**src/rtl/irq_ctrl_pkg.sv**
```systemverilog
package irq_ctrl_pkg;
  localparam int DATA_W = 32;

  typedef enum logic [1:0] {
    RA_STATUS = 2'd0,
    RA_ENABLE = 2'd1,
    RA_VECTOR = 2'd2,
    RA_RSVD   = 2'd3
  } reg_addr_e;
endpackage

```
**src/rtl/irq_edge_cap.sv**
```systemverilog
module irq_edge_cap #(
  parameter int N     = 6,
  parameter int STAGES = 2
) (
  input  logic         clk,
  input  logic         rst_n,
  input  logic [N-1:0] lvl_i,
  output logic [N-1:0] rise_o
);
  logic [N-1:0] synced;
  logic [N-1:0] prev_q;

  generate
    if (STAGES > 0) begin : g_sync
      logic [N-1:0] chain_q [STAGES];
      always_ff @(posedge clk) begin
        if (!rst_n) begin
          for (int i = 0; i < STAGES; i++) chain_q[i] <= '0;
        end else begin
          chain_q[0] <= lvl_i;
          for (int i = 1; i < STAGES; i++) chain_q[i] <= chain_q[i-1];
        end
      end
      assign synced = chain_q[STAGES-1];
    end else begin : g_direct
      assign synced = lvl_i;
    end
  endgenerate

  always_ff @(posedge clk) begin
    if (!rst_n) prev_q <= '0;
    else        prev_q <= synced;
  end

  assign rise_o = synced & ~prev_q;

  AST_RISE_ONE_CYCLE: assert property (@(posedge clk) disable iff (!rst_n)
    (rise_o & $past(rise_o)) == '0);
endmodule

```
**src/rtl/irq_status_reg.sv**
```systemverilog
module irq_status_reg #(
  parameter int                     NUM_SRC   = 32,
  parameter logic [NUM_SRC-1:0]     IMPL_MASK = '1
) (
  input  logic               clk,
  input  logic               rst_n,
  input  logic [NUM_SRC-1:0] set_i,
  input  logic               stat_wr_i,
  input  logic               en_wr_i,
  input  logic [NUM_SRC-1:0] wdata_i,
  output logic [NUM_SRC-1:0] stat_o,
  output logic [NUM_SRC-1:0] en_o
);
  logic [NUM_SRC-1:0] stat_q, en_q;
  logic [NUM_SRC-1:0] clr_mask;

  assign clr_mask = stat_wr_i ? wdata_i : '0;

  always_ff @(posedge clk) begin
    if (!rst_n) begin
      stat_q <= '0;
      en_q   <= '0;
    end else begin
      stat_q <= ((stat_q & ~clr_mask) | set_i) & IMPL_MASK;
      if (en_wr_i) en_q <= wdata_i & IMPL_MASK;
    end
  end

  assign stat_o = stat_q;
  assign en_o   = en_q;

  AST_STAT_FALL_ONLY_ON_WRITE: assert property (@(posedge clk) disable iff (!rst_n)
    !stat_wr_i |=> (($past(stat_q) & ~stat_q) == '0));
  AST_SET_WINS: assert property (@(posedge clk) disable iff (!rst_n)
    (set_i != '0) |=> ((stat_q & $past(set_i)) == $past(set_i)));
  AST_UNIMPL_ZERO: assert property (@(posedge clk) disable iff (!rst_n)
    ((stat_q | en_q) & ~IMPL_MASK) == '0);
endmodule

```
**src/rtl/irq_prio_enc.sv**
```systemverilog
module irq_prio_enc #(
  parameter int NUM_SRC = 32,
  parameter int VEC_W   = $clog2(NUM_SRC) + 1
) (
  input  logic               clk,
  input  logic               rst_n,
  input  logic [NUM_SRC-1:0] pend_i,
  output logic [VEC_W-1:0]   vec_o,
  output logic               any_o
);
  localparam int IDX_W = VEC_W - 1;

  logic [IDX_W-1:0] idx;

  always_comb begin
    idx = '0;
    for (int i = 0; i < NUM_SRC; i++) begin
      if (pend_i[i]) idx = IDX_W'(NUM_SRC - 1 - i);
    end
  end

  assign any_o = |pend_i;
  assign vec_o = any_o ? {1'b0, idx} : '1;

  AST_VEC_NONE: assert property (@(posedge clk) disable iff (!rst_n)
    (pend_i == '0) |-> (vec_o == '1));
  AST_VEC_IS_PENDING: assert property (@(posedge clk) disable iff (!rst_n)
    (pend_i != '0) |-> (!vec_o[VEC_W-1] && pend_i[NUM_SRC-1-int'(vec_o[IDX_W-1:0])]));
  AST_VEC_MOST_URGENT: assert property (@(posedge clk) disable iff (!rst_n)
    (pend_i != '0) |-> ((pend_i >> (NUM_SRC - int'(vec_o[IDX_W-1:0]))) == '0));
endmodule

```
**src/rtl/irq_ctrl.sv**
```systemverilog
module irq_ctrl
  import irq_ctrl_pkg::*;
#(
  parameter int NUM_SRC = 32,
  parameter int NUM_EXT = 6,
  parameter int NUM_INT = 8,
  parameter int SYNC_STAGES = 2
) (
  input  logic               clk,
  input  logic               rst_n,
  input  logic [NUM_EXT-1:0] ext_irq_i,
  input  logic [NUM_INT-1:0] int_irq_i,
  input  logic               reg_wr_i,
  input  logic [1:0]         reg_addr_i,
  input  logic [DATA_W-1:0]  reg_wdata_i,
  output logic [DATA_W-1:0]  reg_rdata_o,
  output logic               irq_o
);
  localparam int NUM_IMPL = NUM_EXT + NUM_INT;
  localparam int VEC_W    = $clog2(NUM_SRC) + 1;
  localparam logic [NUM_SRC-1:0] IMPL_MASK = ~({NUM_SRC{1'b1}} >> NUM_IMPL);

  logic [NUM_EXT-1:0] ext_rise;
  logic [NUM_INT-1:0] int_rise;
  logic [NUM_SRC-1:0] set_bits, stat, en, pend;
  logic [VEC_W-1:0]   vec;
  logic               any_pend;
  logic               irq_q;
  logic               stat_wr, en_wr;
  reg_addr_e          addr;

  assign addr = reg_addr_e'(reg_addr_i);

  irq_edge_cap #(.N(NUM_EXT), .STAGES(SYNC_STAGES)) u_ext_edge (
    .clk(clk), .rst_n(rst_n), .lvl_i(ext_irq_i), .rise_o(ext_rise));

  irq_edge_cap #(.N(NUM_INT), .STAGES(0)) u_int_edge (
    .clk(clk), .rst_n(rst_n), .lvl_i(int_irq_i), .rise_o(int_rise));

  generate
    for (genvar s = 0; s < NUM_SRC; s++) begin : g_map
      if (s < NUM_EXT) begin : g_ext
        assign set_bits[NUM_SRC-1-s] = ext_rise[s];
      end else if (s < NUM_IMPL) begin : g_int
        assign set_bits[NUM_SRC-1-s] = int_rise[s-NUM_EXT];
      end else begin : g_none
        assign set_bits[NUM_SRC-1-s] = 1'b0;
      end
    end
  endgenerate

  assign stat_wr = reg_wr_i && (addr == RA_STATUS);
  assign en_wr   = reg_wr_i && (addr == RA_ENABLE);

  irq_status_reg #(.NUM_SRC(NUM_SRC), .IMPL_MASK(IMPL_MASK)) u_regs (
    .clk(clk), .rst_n(rst_n), .set_i(set_bits),
    .stat_wr_i(stat_wr), .en_wr_i(en_wr), .wdata_i(reg_wdata_i[NUM_SRC-1:0]),
    .stat_o(stat), .en_o(en));

  assign pend = stat & en;

  irq_prio_enc #(.NUM_SRC(NUM_SRC), .VEC_W(VEC_W)) u_enc (
    .clk(clk), .rst_n(rst_n), .pend_i(pend), .vec_o(vec), .any_o(any_pend));

  always_ff @(posedge clk) begin
    if (!rst_n) irq_q <= 1'b0;
    else        irq_q <= any_pend;
  end
  assign irq_o = irq_q;

  always_comb begin
    unique case (addr)
      RA_STATUS: reg_rdata_o = DATA_W'(stat);
      RA_ENABLE: reg_rdata_o = DATA_W'(en);
      RA_VECTOR: reg_rdata_o = {{(DATA_W-VEC_W){vec[VEC_W-1]}}, vec};
      default:   reg_rdata_o = '0;
    endcase
  end

  AST_IRQ_LATENCY: assert property (@(posedge clk) disable iff (!rst_n)
    irq_o == $past(|(stat & en)));
  AST_IRQ_ZERO_AT_RESET_EXIT: assert property (@(posedge clk)
    $rose(rst_n) |-> !irq_o);
endmodule

```
**config.mk**
```make
export PLATFORM = sky130hd
export DESIGN_NAME = irq_ctrl
export DESIGN_NICKNAME = d
export VERILOG_FILES = /design/src/rtl/irq_ctrl_pkg.sv /design/src/rtl/irq_edge_cap.sv /design/src/rtl/irq_status_reg.sv /design/src/rtl/irq_prio_enc.sv /design/src/rtl/irq_ctrl.sv
export SDC_FILE = /design/constraint.sdc
export NUM_CORES = 1
export LEC_CHECK = 0
export CORE_UTILIZATION = 55
export CTS_CLUSTER_DIAMETER = 50
export DETAILED_ROUTE_END_ITERATION = 7
export PLACE_DENSITY = 0.86
export SLEW_MARGIN = 10
export SYNTH_ARGS = -nofsm -noshare
export SYNTH_HDL_FRONTEND = slang
export SYNTH_HIERARCHICAL = 1
export SYNTH_SLANG_ARGS = --single-unit
```
**constraint.sdc**
```tcl
create_clock -name clk -period 4.4 [get_ports clk]
set_input_delay 0.88 -clock clk [delete_from_list [all_inputs] [get_ports clk]]
set_output_delay 0.88 -clock clk [all_outputs]
set_load 0.05 [all_outputs]
```
== Word level (Yosys, flattened, before mapping) ==
Memory sizes are Yosys's and may differ from the RTL's.
Index checks and enable logic that the tools add are counted.

* Memories kept: 1
* Bits of input ports: 51
* Register bits: 61
* Word-level logic and storage cells: 62
* RAM bits: 12

{| class="wikitable"
|+ Memory list
! name !! words !! width !! rd ports !! clocked after memory_dff !! wr ports !! RTL line !! RTL
|-
| u_ext_edge.g_sync.chain_q || 2 || 6 || 2 || 0 || 2 || irq_edge_cap.sv:15 || <nowiki>logic [N-1:0] chain_q [STAGES];</nowiki>
|}

* Bitwise operators: 10
* Mux-type cells: 39
* Reduce and logical (&&, ||, !) cells: 4
* Equality and inequality tests: 2

{| class="wikitable"
|+ Operators by type and width
! cell !! count
|-
| $mux W5 || 32
|-
| $pmux W32 S3 || 1
|-
| $and A32 B32 Y32 || 2
|-
| $mux W32 || 1
|-
| $not A32 Y32 || 1
|-
| $or A32 B32 Y32 || 1
|-
| $reduce_or A32 Y1 || 1
|-
| $mux W6 || 3
|-
| $and A8 B8 Y8 || 1
|-
| $not A8 Y8 || 1
|-
| $and A6 B6 Y6 || 1
|-
| $not A6 Y6 || 1
|-
| $eq A2 B1 Y1 const B || 1
|-
| $eq A2 B2 Y1 const B || 1
|-
| $logic_and A1 B1 Y1 || 2
|-
| $logic_not A2 Y1 || 1
|-
| $mux W1 || 2
|-
| $or A1 B1 Y1 || 2
|}

== Logic depth before layout (Yosys ltp) ==
Gate-level depths: netlist (run 1).

* Depth in word-level cells: 35
* Gate-level depth with buffers: 11

== Cells and area by module ==
Netlist (run 1), hierarchy kept.

{| class="wikitable"
|+ Modules (own cells, without submodules)
! module !! area an instance (um^2) !! sequential area each (um^2) !! cells an instance !! instances
|-
| irq_status_reg || 1385.1 || 560.5 || 140 || 1
|-
| irq_ctrl || 1119.8 || 20.0 || 117 || 1
|-
| irq_edge_cap (u_ext_edge) || 539.3 || 360.3 || 43 || 1
|-
| irq_prio_enc || 434.2 || 0.0 || 67 || 1
|-
| irq_edge_cap (u_int_edge) || 260.2 || 160.2 || 24 || 1
|}

== Least setup slack after synthesis (run 1) ==
Ideal clock, no wire load.

* Path kind: register -> output
* Start point: register u_regs.stat_q[29] (netlist: u_regs/stat_o[29])
* End point: output port reg_rdata_o[24]
* Path slack: 899 ps
* Cell stages (with the launch flop): 11
* Data required time: 3520 ps
* Data arrival time: 2621 ps
* Cells stage by stage: dfxtp_1 and2_1 or4_1 nand2b_4 nor2_8 nand4_4 inv_1 buf_2 buf_2 mux2i_1 o2bb2ai_1

* Longest elaborated chain between the ends: 4

{| class="wikitable"
|+ Ends and longest elaborated chain
! element !! RTL line !! RTL
|-
| from (decl) || irq_status_reg.sv:14 || <nowiki>logic [NUM_SRC-1:0] stat_q, en_q;</nowiki>
|-
| from (signal assigned) || irq_status_reg.sv:24 || <nowiki>stat_q <= ((stat_q & ~clr_mask) | set_i) & IMPL_MASK;</nowiki>
|-
| $and A32 B32 Y32 || irq_ctrl.sv:60 || <nowiki>assign pend = stat & en;</nowiki>
|-
| via pend[29] || irq_ctrl.sv:25 || <nowiki>logic [NUM_SRC-1:0] set_bits, stat, en, pend;</nowiki>
|-
| $reduce_or A32 Y1 || irq_prio_enc.sv:22 || <nowiki>assign any_o = |pend_i;</nowiki>
|-
| via any_pend || irq_ctrl.sv:27 || <nowiki>logic any_pend;</nowiki>
|-
| $mux W6 || irq_prio_enc.sv:23 || <nowiki>assign vec_o = any_o ? {1'b0, idx} : '1;</nowiki>
|-
| via vec[5] || irq_ctrl.sv:26 || <nowiki>logic [VEC_W-1:0] vec;</nowiki>
|-
| $pmux W32 S3 || irq_ctrl.sv:72 || <nowiki>unique case (addr)</nowiki>
|-
| to (decl) || irq_ctrl.sv:16 || <nowiki>output logic [DATA_W-1:0] reg_rdata_o,</nowiki>
|}

The timed path passes the listed nets, and every way through them passes these cells.

== Worst setup path in the final report (run 1) ==
* Start point: register u_regs.stat_q[29] (netlist: u_regs/stat_o[29])
* End point: output port reg_rdata_o[17]

The elaborated chain is that of the path after synthesis.

==> results of run 1 <==
[layout by cell type (no fill, tap or decap), types with 13 or more instances in the layout]
cell                              instances
sky130_fd_sc_hd__nor2b_1                 31
sky130_fd_sc_hd__clkdlybuf4s50_1         32
sky130_fd_sc_hd__and2_1                  45
sky130_fd_sc_hd__mux2i_1                 46
sky130_fd_sc_hd__conb_1                  36
sky130_fd_sc_hd__o2bb2ai_2               20
sky130_fd_sc_hd__inv_1                   18
sky130_fd_sc_hd__dfxtp_1                 55
sky130_fd_sc_hd__nor2_1                  13
sky130_fd_sc_hd__and2_2                  14
sky130_fd_sc_hd__buf_4                   19
sky130_fd_sc_hd__buf_12                  17
[per-stage QoR]
stage,area [um2],utilization,power [uW],cells
finish,4400,0.682,1150,522
global route,4400,0.682,1200,522
CTS,4400,0.682,1150,522
detailed placement,4310,0.667,869,514
global placement,4310,0.667,862,514
floorplan,3870,-,794,425
[flip-flops by register name, indices dropped and copies added (netlist names)]
register                   flops
irq_o                          1
u_ext_edge/g_sync.chain_q     12
u_ext_edge/prev_q              6
u_int_edge/prev_q              8
u_regs/en_o                   14
u_regs/stat_o                 14
[where the power goes]
| part | total [uW] | internal (uW) | switching, uW |
|---|---|---|---|
| Combinational | 328 | 144 | 184 |
| Sequential | 535 | 522 | 13.0 |
| Clock | 290 | 118 | 172 |
[layer usage]
layer,vias up,track usage
li1,1403,-
met1,1283,0.240
met2,63,0.384
met3,10,0.0275
met4,0,0.0663
met5,-,0
[area by class of cell]
cell class / instances / area [um2] / area share
multi-input cells: 295 / 2230 / 0.507
repair buffers: 69 / 808 / 0.184
well taps: 77 / 96.3 / 0.0219
clock inverters: 3 / 27.5 / 0.00625
inverters: 18 / 67.6 / 0.0153
clock buffers: 5 / 68.8 / 0.0156
flip-flops and latches: 55 / 1100 / 0.250
[path summary, 6_finish.rpt]
check | start | to | slack [ns] | cells past startpoint
hold reg to reg | u_ext_edge/g_sync.chain_q[0][4] | u_ext_edge/g_sync.chain_q[0][10] | 0.44 | 1
setup reg to reg | u_regs/stat_o[29] | irq_o | 2.68 | 6
setup / recovery | u_regs/stat_o[29] | reg_rdata_o[17] | 0.55 | 10
hold / removal | u_ext_edge/g_sync.chain_q[0][4] | u_ext_edge/g_sync.chain_q[0][10] | 0.44 | 1
==> results.md, run 1 <==
- The synthesis warning total is 6.
- The classification of the worst setup path is flip-flop to output port.
- The area overhead of the layout relative to synthesis is 17.9%.
- Summed over all cells, the static leakage comes to approximately 0.0018 uW.
- The critical-path cell with the highest stage delay is sky130_fd_sc_hd__or4_1.
- The floorplan step defined a die boundary enclosing ~7100 um2.
- The die is 84.4 um wide.
- The met2 routed wirelength is around 3.6 mm.
- The maximum count of clock buffers along a single path is 2.
- In this run the remaining antenna-violating nets after routing total 0.
- The final layout contains 495 nets.
- The total inserted antenna cells is 0.
- The worst-case setup slack after placement is 0.847 ns.
- The tightest min-delay check is of the flip-flop to flip-flop type.
- The initial standard-cell utilization of the core is 0.578.
- For this design the ratio of total power to cell area is 262 nW/um2.
- The cell row count is 29.
- Setup repair after global routing left no endpoint under its margin.
- The worst path meets setup with between 0.5 and 0.6 ns of slack.
- The count of buffers added on input and output ports is 65.
- The cell that appears most often on the critical path is sky130_fd_sc_hd__buf_4.
- The average vias per placed instance is around 5.3.
- The checks that failed: DRC.
- The flow ran to the end, but the final reports show violations.
- For the worst-skew pair, the clock arrives at the later sink with an insertion delay of 0.31 ns.
- In the finished design, the share of the clock period the worst path needs comes to 0.876.
- For the worst setup path, the data arrival time is roughly 3 ns.
- The number of hold violations in the final report came to 0.
- The total number of vias is about 2.8k.
- The highest signal layer in the routed design is met4.
- The total congestion overflow after global routing is 0.
- STA classifies the critical path startpoint as a flip-flop.
- The placeable core area is about 6500 um2.
- The layout has 520 filler cells.
- The transition time of the tightest slew-check pin is 1.21 ns.
- In the global route stage, overall resource usage came out at 0.205.
- CTS placed an instance of sky130_fd_sc_hd__clkbuf_8 at the clock tree root.
- The final worst hold slack is 0.442 ns.
- The die is around 84 um tall.
- The routed length on met1 is between 3 and 4 mm.
- The number of antenna violations at the first check in global routing is 0.
- Along the worst path, the maximum fanout reaches 15.
- The via count of the first global-routing pass came to ~2.7k.
- The clock tree from TritonCTS is done.
- Dividing the detail-routed wire length by the instance count gives 13.5 um.
- At the end of routability-driven placement, the weighted congestion stood at between 0.7 and 0.8.
- The kind of cell with the highest combined delay along the critical path is simple AND/OR/NAND/NOR gates.
- The routed design has between 7 and 8 mm of wire.
- In this run, the number of DRC markers left after iteration 0 of detailed routing was 95.
- The met3 wire length is between 200 and 250 um.
- The estimated wirelength of the detail-placed design is approximately 5.2 mm.
- The combined area of all synthesized cells is 3730 um2.
- The first global-routing pass estimated around 12 mm of wire.
- The number of cells produced by synthesis is between 300 and 400.
- Entering global routing, the biggest net connects 56 pins.
- The relative slew slack is 0.189.
- The fraction of layout cells with a size suffix above 1 is 0.218.
- The TritonCTS sink count is 55.
- The worst ir drop on vdd is between 200 and 300 uV.
- The nature of the critical path endpoint is an output port.
- Timing would allow up to 260 MHz.
- The number of H-tree levels is 2.
- The signal on the critical path passes through and2_1 > or4_1 > nand2b_4 > nor2_8 > nand4_4 > inv_1 > buf_4 > mux2i_1 > o2bb2ai_2 > buf_4.
- The buffer and inverter count on the worst path is 3.
- Setup violations remaining at the end of the flow were counted as 0.
- The required time of the critical path is 3.52 ns.
- Buffers inserted during clock tree synthesis total 5.
- After clock tree synthesis, the flow added hold-fix buffers numbering 0.
- The total DRC errors in the routed layout is 1.
- The average instance in the mapped netlist occupies ~9.6 um2.
- Clock-pin slew was measured on the worst setup and hold paths at about 0.10 ns.
- The I/O pin count is 84.
- The total negative setup slack is 0 ns.
- Subtracting the final worst setup slack from the clock period gives roughly 3.9 ns.
- The largest single stage delay on the critical path is about 0.54 ns.
- The tool flagged a number of max-cap violations equal to 0.
- The first detailed-routing pass ran for 6 iterations.
- The max-slew violation count is 0.
- After clock tree synthesis, the repair step resized 0 gates.
- For the final database, setup skew stands at approximately 0.0018 ns.
- The post-CTS setup buffer count is 0.
No activity file was read; power rests on OpenSTA's default activity.
==> inputs of run 2 (changes only) <==
--- a/config.mk
+++ b/config.mk
@@ -5,10 +5,10 @@
 export SDC_FILE = /design/constraint.sdc
 export NUM_CORES = 1
 export LEC_CHECK = 0
-export CORE_UTILIZATION = 55
+export CORE_UTILIZATION = 51
 export CTS_CLUSTER_DIAMETER = 50
 export DETAILED_ROUTE_END_ITERATION = 7
-export PLACE_DENSITY = 0.86
+export PLACE_DENSITY = 0.81
 export SLEW_MARGIN = 10
 export SYNTH_ARGS = -nofsm -noshare
 export SYNTH_HDL_FRONTEND = slang
==> constraint.sdc (replaced) <==
create_clock -name clk -period 3.8 [get_ports clk]
set_input_delay 0.76 -clock clk [delete_from_list [all_inputs] [get_ports clk]]
set_output_delay 0.76 -clock clk [all_outputs]
set_load 0.05 [all_outputs]
==> results.md, run 2 (synthesis results as in run 1) <==
- The library cell used most frequently in the layout, excluding fill and tap cells, is sky130_fd_sc_hd__dfxtp_1.
- The met1 usage came to 0.238 (-0.00242).
- The worst setup path is of the flip-flop to output port kind.
- The placeable core area is 6940 um2 (+7.5%).
- The hold path depth is 1 (unchanged).
- The initial standard-cell utilization of the core is 0.538 (-0.0404).
- After global routing, the most crowded layer is met2.
- The hold buffer count at cts was 0 (unchanged).
- The total congestion overflow after global routing is 0 (unchanged).
- The post-detailed-routing wire length came to 7.25 mm (+3.2%).
- The switching share of total power was 0.317 (-0.00278).
- The switching power summed over all nets is 436 uW (+18%).
- The final estimated routing congestion in global placement is 0.803 (+0.77%).
- The total DRC errors in the routed layout is 0 (-1).
- The portion of the clock cycle consumed by the worst path in the final layout is 0.943.
- The required time of the critical path is 3.04 ns (-0.48 ns).
- The layout net count came to 497 (+0.40%).
- The clock tree from TritonCTS is done.
- From synthesis to final layout, the design area changed by 24.2%.
- The most critical setup path has its endpoint at reg_rdata_o[18].
- The number of antenna violations at the first check in global routing came to 0 (unchanged).
- The met3 global-route usage is 0.0273 (-0.000199).
- The average vias per placed instance is 5.14 (-2.7%).
- The number of detailed-route iterations in the first pass is 4 (-2).
- The I/O pin count was 84 (unchanged).
- The critical path starts at u_regs/stat_o[28].
- The worst register-to-register path begins at u_regs/stat_o[28].
- Derived from the worst setup path, the maximum achievable clock frequency is 279 MHz.
- The global routing met2 resource utilization was 0.374 (-0.0102).
- The critical-path maximum fanout is 15 (unchanged).
- The worst-case register-to-register setup slack came to 2.03 ns (-0.65 ns).
- The logic depth of the worst register-to-register path is 6 (unchanged).
- The nature of the critical path endpoint is an output port.
- The worst ir drop on vdd was 295 uV (+4.1%).
- The arrival time reported for the critical path endpoint is 2.82 ns (-0.15 ns).
- The utilization after layout was 0.668 (-0.0138).
- The die area is 7670 um2 (+7.7%).
- The fraction of layout cells with a size suffix above 1 is 0.226 (+0.00797).
- The number of nets with antenna violations after routing was 0 (unchanged).
- The DRC violation total after the first TritonRoute iteration is 100 (+5.3%).
- The proportion of power drawn by the clock network was 0.245 (-0.006).
- The transition time of the tightest slew-check pin was 1.19 ns (-0.0201 ns).
- For the finished layout, the period the worst path requires is between 3 and 4 ns.
- The number of H-tree levels came to 2 (unchanged).
- The overall routing resource usage is 0.204 (-0.000884).
- The buffer type at the clock tree root is sky130_fd_sc_hd__clkbuf_8.
- The total number of vias is 2793 (+1.2%).
- The tightest min-delay check is of the flip-flop to flip-flop type.
- The estimated wirelength of the detail-placed design is 5.51 mm (+6.2%).
- The TritonCTS buffer count was 5 (unchanged).
- The total negative setup slack is 0 ns (unchanged).
- The average wire per standard cell is 13.3 um (-0.76%).
- The relative slew slack is 0.202 (+0.0134).
- The maximum count of clock buffers along a single path is 2 (unchanged).
- The power density relative to cell area is 296 nW/um2 (+13%).
- Setup repair after global routing left no endpoint under its margin.
- The first-pass GRT wire length came to 12.3 mm (+4.6%).
- The total of max-cap violations came to 0 (unchanged).
- The final setup skew is 0.00468 ns (+0.00292 ns).
- The clock input transition at the sequential cells of the worst setup and hold paths is 0.10 ns (about the same).
- The die outline height is 87.6 um (+3.8%).
- The capture point of the worst reg-to-reg path is irq_o.
- The internal power is 938 uW (+20%).
- The leakage power is 0.00185 uW (+3.3%).
- The cell row count came to 30 (+3.4%).
- The sequential cell area is 1100 um2 (unchanged).
- The number of hold violations in the final report came to 0 (unchanged).
- The clock latency on the worst-skew pair is 0.31 ns (about the same).
- In the layout the commonest cells are sky130_fd_sc_hd__dfxtp_1, sky130_fd_sc_hd__mux2i_1, sky130_fd_sc_hd__and2_1, sky130_fd_sc_hd__conb_1.
- The final number of setup-violating endpoints is 0 (unchanged).
- The TritonCTS sink count is 55 (unchanged).
- The flow ran to the end, and the final reports show no timing, DRC or antenna violations.
- The multi-input gate area in the final layout is 2240 um2 (+0.28%).
- The number of input and output port buffers inserted is 65 (unchanged).
- The total power draw is 1370 uW (+19%).
- The via count of the first global-routing pass is 2762 (+2.1%).
- The max-slew violation count was 0 (unchanged).
- The register share of total power is 0.451 (-0.013).
- The kind of launch point of the worst setup path is a flip-flop.
- The largest net degree at the start of global routing came to 56 (unchanged).
- The part of the power in combinational logic came to 0.305 (+0.020).
- The number of filler instances in the final layout was 565 (+8.7%).
- The die boundary width is 87.6 um (+3.8%).
- The total inserted antenna cells is 0 (unchanged).
## run 2: cell count changes in the layout (fill, tap and decap cells not counted)
cell and change:
sky130_fd_sc_hd__buf_12 +15, sky130_fd_sc_hd__inv_6 +2, sky130_fd_sc_hd__inv_1 -1, sky130_fd_sc_hd__nor4_1 -1, sky130_fd_sc_hd__inv_8 -1, sky130_fd_sc_hd__buf_4 -13, sky130_fd_sc_hd__nor4_2 +1
## run 2: through the flow
stage	instance area, um2	hold slack (ns)	instances	setup slack, ns
2_1_floorplan	3870	0.412	425	0.419
3_3_place_gp	4530	0.414	535	0.457
3_5_place_dp	4530	0.420	535	0.434
4_1_cts	4630	0.445	543	0.0492
5_1_grt	4640	0.468	543	0.0368
6_report	4640	0.441	543	0.216
## run 2: how the worst min path moves through the flow
| stage | start | endpoint |
|---|---|---|
| detailed placement | u_ext_edge/g_sync.chain_q[0][4] | u_ext_edge/g_sync.chain_q[0][10] |
| floorplan | u_ext_edge/g_sync.chain_q[0][4] | u_ext_edge/g_sync.chain_q[0][10] |
| finish | u_ext_edge/g_sync.chain_q[0][4] | u_ext_edge/g_sync.chain_q[0][10] |
| CTS | u_ext_edge/g_sync.chain_q[0][4] | u_ext_edge/g_sync.chain_q[0][10] |
| global route | u_ext_edge/g_sync.chain_q[0][2] | u_ext_edge/g_sync.chain_q[0][8] |
| global placement | u_ext_edge/g_sync.chain_q[0][3] | u_ext_edge/g_sync.chain_q[0][9] |
## run 2: metal layers
layer  share of wire  wire length, um
met1            0.44             3160
met2            0.51             3720
met3           0.027              197
met4           0.024              173
met5               0                0
## run 2: final cells by class
class,instances,area share
timing repair buffer,71,0.218
clock inverter,3,0.00566
tap,96,0.0259
clock buffer,5,0.0148
multi-input combinational,295,0.483
sequential,55,0.237
inverter,18,0.0154
## run 2: worst max-delay path, stage by stage (launching register included)
cell                         delay [ns]
sky130_fd_sc_hd__dfxtp_1           0.34
sky130_fd_sc_hd__and2_1            0.20
sky130_fd_sc_hd__or4_1             0.54
sky130_fd_sc_hd__nand2b_4          0.19
sky130_fd_sc_hd__nor2_8            0.13
sky130_fd_sc_hd__nand4_4           0.12
sky130_fd_sc_hd__clkinvlp_4        0.25
sky130_fd_sc_hd__buf_4             0.25
sky130_fd_sc_hd__mux2i_1           0.12
sky130_fd_sc_hd__o2bb2ai_2         0.22
sky130_fd_sc_hd__buf_12            0.16
## run 2: power by group through the flow
stage                     combinational, uW  sequential, uW  clock, uW
after floorplan                         289             630          0
after global placement                  404             631          0
after detailed placement                412             633          0
after CTS                               413             620        344
after global routing                    447             623        371
final                                   418             619        336
## run 2: timing repair
| item | CTS | global route |
|---|---|---|
| endpoints found under the setup margin | 0 | 16 |
| resized for setup | 0 | 2 |
| setup buffers | 0 | 0 |
